**config.mk**
```make
export PLATFORM = sky130hd
export DESIGN_NAME = sdram_cmd_seq
export DESIGN_NICKNAME = d
export VERILOG_FILES = /design/src/rtl/sdram_seq_pkg.sv /design/src/rtl/seq_wait_timer.sv /design/src/rtl/refresh_debt.sv /design/src/rtl/sdram_cmd_seq.sv
export SDC_FILE = /design/constraint.sdc
export NUM_CORES = 1
export LEC_CHECK = 0
export ABC_AREA = 0
export BUFFER_PORTS_ARGS = -buffer_cell sky130_fd_sc_hd__buf_2
export CAP_MARGIN = 0
export CORE_UTILIZATION = 50
export DETAILED_ROUTE_END_ITERATION = 7
export GPL_TIMING_DRIVEN = 1
export PLACE_DENSITY = 0.78
export SYNTH_ARGS = -nofsm -noshare
export SYNTH_HDL_FRONTEND = slang
export SYNTH_SLANG_ARGS = --single-unit
```
**constraint.sdc**
```tcl
create_clock -name clk -period 3.15 [get_ports clk]
set_input_delay 0.4725 -clock clk [delete_from_list [all_inputs] [get_ports clk]]
set_output_delay 0.4725 -clock clk [all_outputs]
set_load 0.01 [all_outputs]
```
**src/rtl/sdram_seq_pkg.sv**
```systemverilog
package sdram_seq_pkg;

  // Command code as {cs_n, ras_n, cas_n, we_n}
  typedef enum logic [3:0] {
    CMD_LOADMODE = 4'b0000,
    CMD_AUTOREF  = 4'b0001,
    CMD_PRECHG   = 4'b0010,
    CMD_NOP      = 4'b0111
  } sdram_cmd_e;

  typedef enum logic [3:0] {
    ST_SETTLE,
    ST_PRECHG,
    ST_PRECHG_WAIT,
    ST_AUTOREF,
    ST_AUTOREF_WAIT,
    ST_LOADMODE,
    ST_LOADMODE_WAIT,
    ST_IDLE,
    ST_USER
  } seq_state_e;

  function automatic int max_of4(int a, int b, int c, int d);
    int m;
    m = a;
    if (b > m) m = b;
    if (c > m) m = c;
    if (d > m) m = d;
    return m;
  endfunction

  // Mode word laid out on address bits 11..0
  function automatic logic [11:0] build_mode(int cas_lat, logic [2:0] bl_code,
                                             logic interleaved, logic single_wr);
    logic [2:0] cl_code;
    cl_code = 3'(cas_lat);
    return {2'b00, single_wr, 2'b00, cl_code, interleaved, bl_code};
  endfunction

  function automatic sdram_cmd_e cmd_for(seq_state_e st);
    case (st)
      ST_PRECHG:   return CMD_PRECHG;
      ST_AUTOREF:  return CMD_AUTOREF;
      ST_LOADMODE: return CMD_LOADMODE;
      default:     return CMD_NOP;
    endcase
  endfunction

endpackage

```
**src/rtl/seq_wait_timer.sv**
```systemverilog
module seq_wait_timer #(
  parameter int W     = 16,
  parameter int START = 0
) (
  input  logic         clk,
  input  logic         rst,
  input  logic         load,
  input  logic [W-1:0] load_val,
  output logic         expired
);

  logic [W-1:0] cnt_q;

  always_ff @(posedge clk) begin
    if (rst) begin
      cnt_q <= W'(START);
    end else if (load) begin
      cnt_q <= load_val;
    end else if (cnt_q != '0) begin
      cnt_q <= cnt_q - 1'b1;
    end
  end

  assign expired = (cnt_q == '0);

endmodule

```
**src/rtl/refresh_debt.sv**
```systemverilog
module refresh_debt #(
  parameter int INTERVAL_CYC = 1562,
  parameter int MAX_OWED     = 8
) (
  input  logic clk,
  input  logic rst,
  input  logic run,
  input  logic take,
  output logic due
);

  localparam int TW = (INTERVAL_CYC > 2) ? $clog2(INTERVAL_CYC) : 1;
  localparam int OW = $clog2(MAX_OWED + 1);

  logic [TW-1:0] tick_cnt_q;
  logic [OW-1:0] owed_q;
  logic          tick;
  logic          add_one;
  logic          sub_one;

  assign tick    = run && (tick_cnt_q == TW'(INTERVAL_CYC - 1));
  assign add_one = tick && (owed_q != OW'(MAX_OWED));
  assign sub_one = take && (owed_q != '0);

  always_ff @(posedge clk) begin
    if (rst) begin
      tick_cnt_q <= '0;
    end else if (run) begin
      tick_cnt_q <= tick ? '0 : tick_cnt_q + 1'b1;
    end
  end

  always_ff @(posedge clk) begin
    if (rst) begin
      owed_q <= '0;
    end else begin
      case ({add_one, sub_one})
        2'b10:   owed_q <= owed_q + 1'b1;
        2'b01:   owed_q <= owed_q - 1'b1;
        default: owed_q <= owed_q;
      endcase
    end
  end

  assign due = (owed_q != '0);

endmodule

```
**src/rtl/sdram_cmd_seq.sv**
```systemverilog
module sdram_cmd_seq
  import sdram_seq_pkg::*;
#(
  parameter int         T_INIT_CYC        = 50000,
  parameter int         T_RP_CYC          = 2,
  parameter int         T_RC_CYC          = 7,
  parameter int         T_RSC_CYC         = 2,
  parameter int         INIT_REFRESHES    = 8,
  parameter int         REF_INTERVAL_CYC  = 1562,
  parameter int         MAX_PENDING       = 8,
  parameter int         CAS_LATENCY       = 3,
  parameter logic [2:0] BURST_LEN_CODE    = 3'b011,
  parameter logic       BURST_INTERLEAVED = 1'b0,
  parameter logic       WRITE_SINGLE      = 1'b0,
  parameter int         ADDR_W            = 12,
  parameter int         BANK_W            = 2,
  parameter int         DQM_W             = 8
) (
  input  logic              clk,
  input  logic              rst,
  input  logic              user_req,
  output logic              user_gnt,
  output logic              ref_due,
  output logic              init_done,
  output logic              sd_cke,
  output logic              sd_cs_n,
  output logic              sd_ras_n,
  output logic              sd_cas_n,
  output logic              sd_we_n,
  output logic [BANK_W-1:0] sd_ba,
  output logic [ADDR_W-1:0] sd_addr,
  output logic [DQM_W-1:0]  sd_dqm
);

  localparam int TMR_W = $clog2(max_of4(T_INIT_CYC, T_RP_CYC, T_RC_CYC, T_RSC_CYC) + 1);
  localparam int IW    = $clog2(INIT_REFRESHES + 1);
  localparam logic [11:0] MODE_WORD =
    build_mode(CAS_LATENCY, BURST_LEN_CODE, BURST_INTERLEAVED, WRITE_SINGLE);
  localparam logic [ADDR_W-1:0] PRECHG_ALL_ADDR = ADDR_W'(1) << 10;

  seq_state_e       state_q, state_d;
  logic             tmr_load;
  logic [TMR_W-1:0] tmr_val;
  logic             tmr_expired;
  logic             debt_take;
  logic             debt_due;
  logic [IW-1:0]    init_refs_q;
  logic             done_q, done_d;
  logic [3:0]       cmd_q;
  logic [ADDR_W-1:0] addr_q;
  logic [DQM_W-1:0] dqm_q;
  logic             gnt_q;

  seq_wait_timer #(
    .W     (TMR_W),
    .START (T_INIT_CYC - 1)
  ) u_timer (
    .clk      (clk),
    .rst      (rst),
    .load     (tmr_load),
    .load_val (tmr_val),
    .expired  (tmr_expired)
  );

  refresh_debt #(
    .INTERVAL_CYC (REF_INTERVAL_CYC),
    .MAX_OWED     (MAX_PENDING)
  ) u_debt (
    .clk  (clk),
    .rst  (rst),
    .run  (done_q),
    .take (debt_take),
    .due  (debt_due)
  );

  // Next-state selection; each command state loads the timer with the
  // spacing to the following command minus the command cycle itself.
  always_comb begin
    state_d   = state_q;
    tmr_load  = 1'b0;
    tmr_val   = '0;
    debt_take = 1'b0;
    case (state_q)
      ST_SETTLE: begin
        if (tmr_expired) state_d = ST_PRECHG;
      end
      ST_PRECHG: begin
        tmr_load = 1'b1;
        tmr_val  = TMR_W'(T_RP_CYC - 2);
        state_d  = ST_PRECHG_WAIT;
      end
      ST_PRECHG_WAIT: begin
        if (tmr_expired) state_d = ST_AUTOREF;
      end
      ST_AUTOREF: begin
        tmr_load  = 1'b1;
        tmr_val   = TMR_W'(T_RC_CYC - 2);
        debt_take = done_q;
        state_d   = ST_AUTOREF_WAIT;
      end
      ST_AUTOREF_WAIT: begin
        if (tmr_expired) begin
          if (!done_q) begin
            state_d = (init_refs_q == IW'(INIT_REFRESHES)) ? ST_LOADMODE : ST_AUTOREF;
          end else begin
            state_d = debt_due ? ST_AUTOREF : ST_IDLE;
          end
        end
      end
      ST_LOADMODE: begin
        tmr_load = 1'b1;
        tmr_val  = TMR_W'(T_RSC_CYC - 2);
        state_d  = ST_LOADMODE_WAIT;
      end
      ST_LOADMODE_WAIT: begin
        if (tmr_expired) state_d = ST_IDLE;
      end
      ST_IDLE: begin
        if (debt_due)      state_d = ST_PRECHG;
        else if (user_req) state_d = ST_USER;
      end
      ST_USER: begin
        if (!user_req) state_d = ST_IDLE;
      end
      default: state_d = ST_IDLE;
    endcase
  end

  assign done_d = done_q || (state_d == ST_IDLE);

  always_ff @(posedge clk) begin
    if (rst) begin
      state_q <= ST_SETTLE;
    end else begin
      state_q <= state_d;
    end
  end

  always_ff @(posedge clk) begin
    if (rst) begin
      init_refs_q <= '0;
    end else if (state_q == ST_AUTOREF && !done_q) begin
      init_refs_q <= init_refs_q + 1'b1;
    end
  end

  // Registered pin drivers, computed from the state being entered
  always_ff @(posedge clk) begin
    if (rst) begin
      done_q <= 1'b0;
      cmd_q  <= CMD_NOP;
      addr_q <= '0;
      dqm_q  <= '1;
      gnt_q  <= 1'b0;
    end else begin
      done_q <= done_d;
      cmd_q  <= cmd_for(state_d);
      gnt_q  <= (state_d == ST_USER);
      dqm_q  <= done_d ? '0 : '1;
      case (state_d)
        ST_PRECHG:   addr_q <= PRECHG_ALL_ADDR;
        ST_LOADMODE: addr_q <= ADDR_W'(MODE_WORD);
        default:     addr_q <= '0;
      endcase
    end
  end

  assign {sd_cs_n, sd_ras_n, sd_cas_n, sd_we_n} = cmd_q;
  assign sd_cke    = 1'b1;
  assign sd_ba     = '0;
  assign sd_addr   = addr_q;
  assign sd_dqm    = dqm_q;
  assign user_gnt  = gnt_q;
  assign init_done = done_q;
  assign ref_due   = debt_due;

endmodule

```
==> summary.txt <==
Synthesized flop and latch total: 47
Area after DPL: 2470 um2
Slew Limit Fails: 0
Vias: 1874
Hold-fix buffers at CTS: 0
Overall routed net length: 4350 um
P_leak: 0.981 nW
Area Overhead vs Synth: 7.30%
Global routing usage on met2: 28.5%
VDD IR-drop max: 0.000149 V
First-pass GRT wire length: 7190 um
Synth area leader: dfxtp_1
H-tree depth: 2
Inserted Diodes: 0
Slowest-stage cell, CP: dfxtp_1
Average size of a mapped cell: 8.82 um2
Detailed placement HPWL: 2980 um
P_int: 921 uW
Top-count cell post-synth: dfxtp_1
Clock power frac: 45.2%
Drt first-iter violations: 100
Worst hold path type: in -> reg
R2R Setup Slk: 0.51 ns
# IOs: 33
Setup Fix Bufs, Post-CTS: 0
GRT Overall Usage: 17.6%
Status: finished, final reports clean
TritonRoute pass-1 iters: 4
CP Data Arrival Time: 2.86 ns
Largest net degree at the start of global routing: 23
RSZ-0062 raised after global routing: no
CP startpoint kind: flop
Worst Tran Pin Value: 1.16 ns
Maxcap violations: 0
Worst slack at placement: 0.567 ns
Setup Skew: 0.00374 ns
Clock sink total: 47
Cell area after synthesis: 2430 um2
Fin crit period: 2.64 ns
Avg WL per Cell: 12.7 um
CP endpoint kind: flop
Hold Slack: 0.488 ns
Final estimated routing congestion in global placement: 0.850
Met3 Usage GRT: 4.22%
Met1 Use GR: 23.0%
Post-synth EDFFs: 0
Post-synth top cells: dfxtp_1, nor2_1, buf_4
Comb pwr share: 2.6%
Max clock buf depth: 2
CTS root buffer: clkbuf_8
Pwr dens: 440 nW/um2
CTS tree: done
Primary FF master, synth: dfxtp_1
Mapped Cells: 276
Crit Path Class: reg -> reg
Final-stage net count: 299
Initial Util: 51.9%
Final Hold Fails: 0
Max Fclk: 379 MHz
Final WS setup: 0.514 ns
Later-pin clock latency in the skew report: 0.30 ns
Initial antenna violation count: 0
CP required: 3.38 ns
Yosys warnings: 0
Die Height: 71.8 um
GR peak layer: met2
Post-synthesis sequential area ratio: 38.7%
Resize count post-CTS: 0
Crit share post-route: 83.7%
Clock-pin slew on the worst setup and hold paths: 0.09 ns
Slew HR: 22.2%
Yosys top cell area share: 38.7%
Final instance area: 2610 um2
Share of layout cells above drive strength 1: 14.9%
CORE AREA: 4690 um2
Switching share of power: 19.9%
Net Sw Power: 229 uW
Fin Setup TNS: 0 ns
Setup Viol. Count Final: 0
Flop pwr share: 52.2%
Port bufs: 21
Post-DRT Antenna Nets: 0
Largest cells by area after synthesis: dfxtp_1, buf_4, xor2_1
Vias per cell: 5.48
Vias in the first global route: 1611
Count of cell types in the netlist: 50
Remaining DRCs: 0
CP cell instances: nor2b_1 -> and3b_1 -> and3_1 -> ha_1 -> ha_1 -> a21o_1 -> a21oi_1 -> xnor2_1 -> or3_1 -> a21oi_1
CP peak stage delay: 0.45 ns
Ys async rst share: 0%
Placement Rows: 25
Critical Path Fanout Max: 7
Grt ovf: 0
Die W: 71.8 um
DIE AREA: 5150 um2
Num CTS Buffers: 5
-- metrics by stage --
stage               power, mW  std cells  utilization [%]
detailed placement      0.644        334             52.7
global placement        0.643        334             52.7
finish                   1.15        342             55.7
floorplan               0.646        285                -
global route             1.19        342             55.7
CTS                      1.16        342             55.7
-- flip-flops by register name (all words and copies together), names as in the netlist, 2 cells and up --
name	flops
u_timer.cnt_q	16
sd_addr	2
cmd_q	3
init_refs_q	4
u_debt.tick_cnt_q	11
state_q	4
u_debt.owed_q	4
-- critical path, delay by kind of cell (launching register included) --
family | cells | cell delay (ns)
xor+xnor | 1 | 0.09
fa+ha+maj | 2 | 0.46
compound gates | 3 | 0.50
simple gates | 4 | 1.06
flops | 1 | 0.45
-- cells in the final DEF (no fill, tap or decap), drive strengths merged, types with 4 or more instances in the layout --
cell	n
inv	11
nand4	5
o21ai	10
dfxtp	47
nand2	18
nor3	14
a21oi	11
and3	5
xor2	18
conb	11
buf	24
nor2b	4
nor2	32
nand3	7
nor4	6
clkbuf	5
ha	8
xnor2	11
-- path summary, 6_finish.rpt --
path         depth (start not counted)            startpoint              endpoint
min reg2reg                          2  u_debt.tick_cnt_q[1]  u_debt.tick_cnt_q[1]
max reg2reg                         10            state_q[1]      u_debt.owed_q[3]
max                                 10            state_q[1]      u_debt.owed_q[3]
min                                  2              user_req            state_q[3]
-- per-layer routing --
layer / wire length [um] / vias to the layer above
li1: - / 935
met1: 2190 / 888
met2: 1950 / 46
met3: 152 / 5
met4: 58 / 0
met5: 0 / -
-- area by class of cell --
class,count,area [um2]
Sequential cell,47,941
Clock buffer,5,68.8
Fill cell,428,2080
Clock inverter,3,67.6
Timing Repair Buffer,24,128
Multi-Input combinational cell,198,1300
Inverter,11,41.3
Tap cell,54,67.6
-- logic make-up after synthesis --
family | count (synthesis) | synth area share [%]
adders and majority gates | 10 | 5.35
buffers and inverters | 40 | 9.41
and+or+nand+nor | 110 | 24.8
other | 2 | 0.309
xor gates and xnor gates | 29 | 10.4
AOI/OAI and AO/OA | 37 | 10.6
muxes | 1 | 0.411
DFF | 47 | 38.7
-- power by group through the flow --
stage                     sequential, mW  combinational (mW)  clock, mW
after global placement             0.614              0.0286          0
after CTS                          0.600              0.0298      0.530
after detailed placement           0.614              0.0298          0
after global routing               0.602              0.0338      0.554
after floorplan                    0.614              0.0328          0
final                              0.601              0.0301      0.519
No activity file was read; power rests on OpenSTA's default activity.
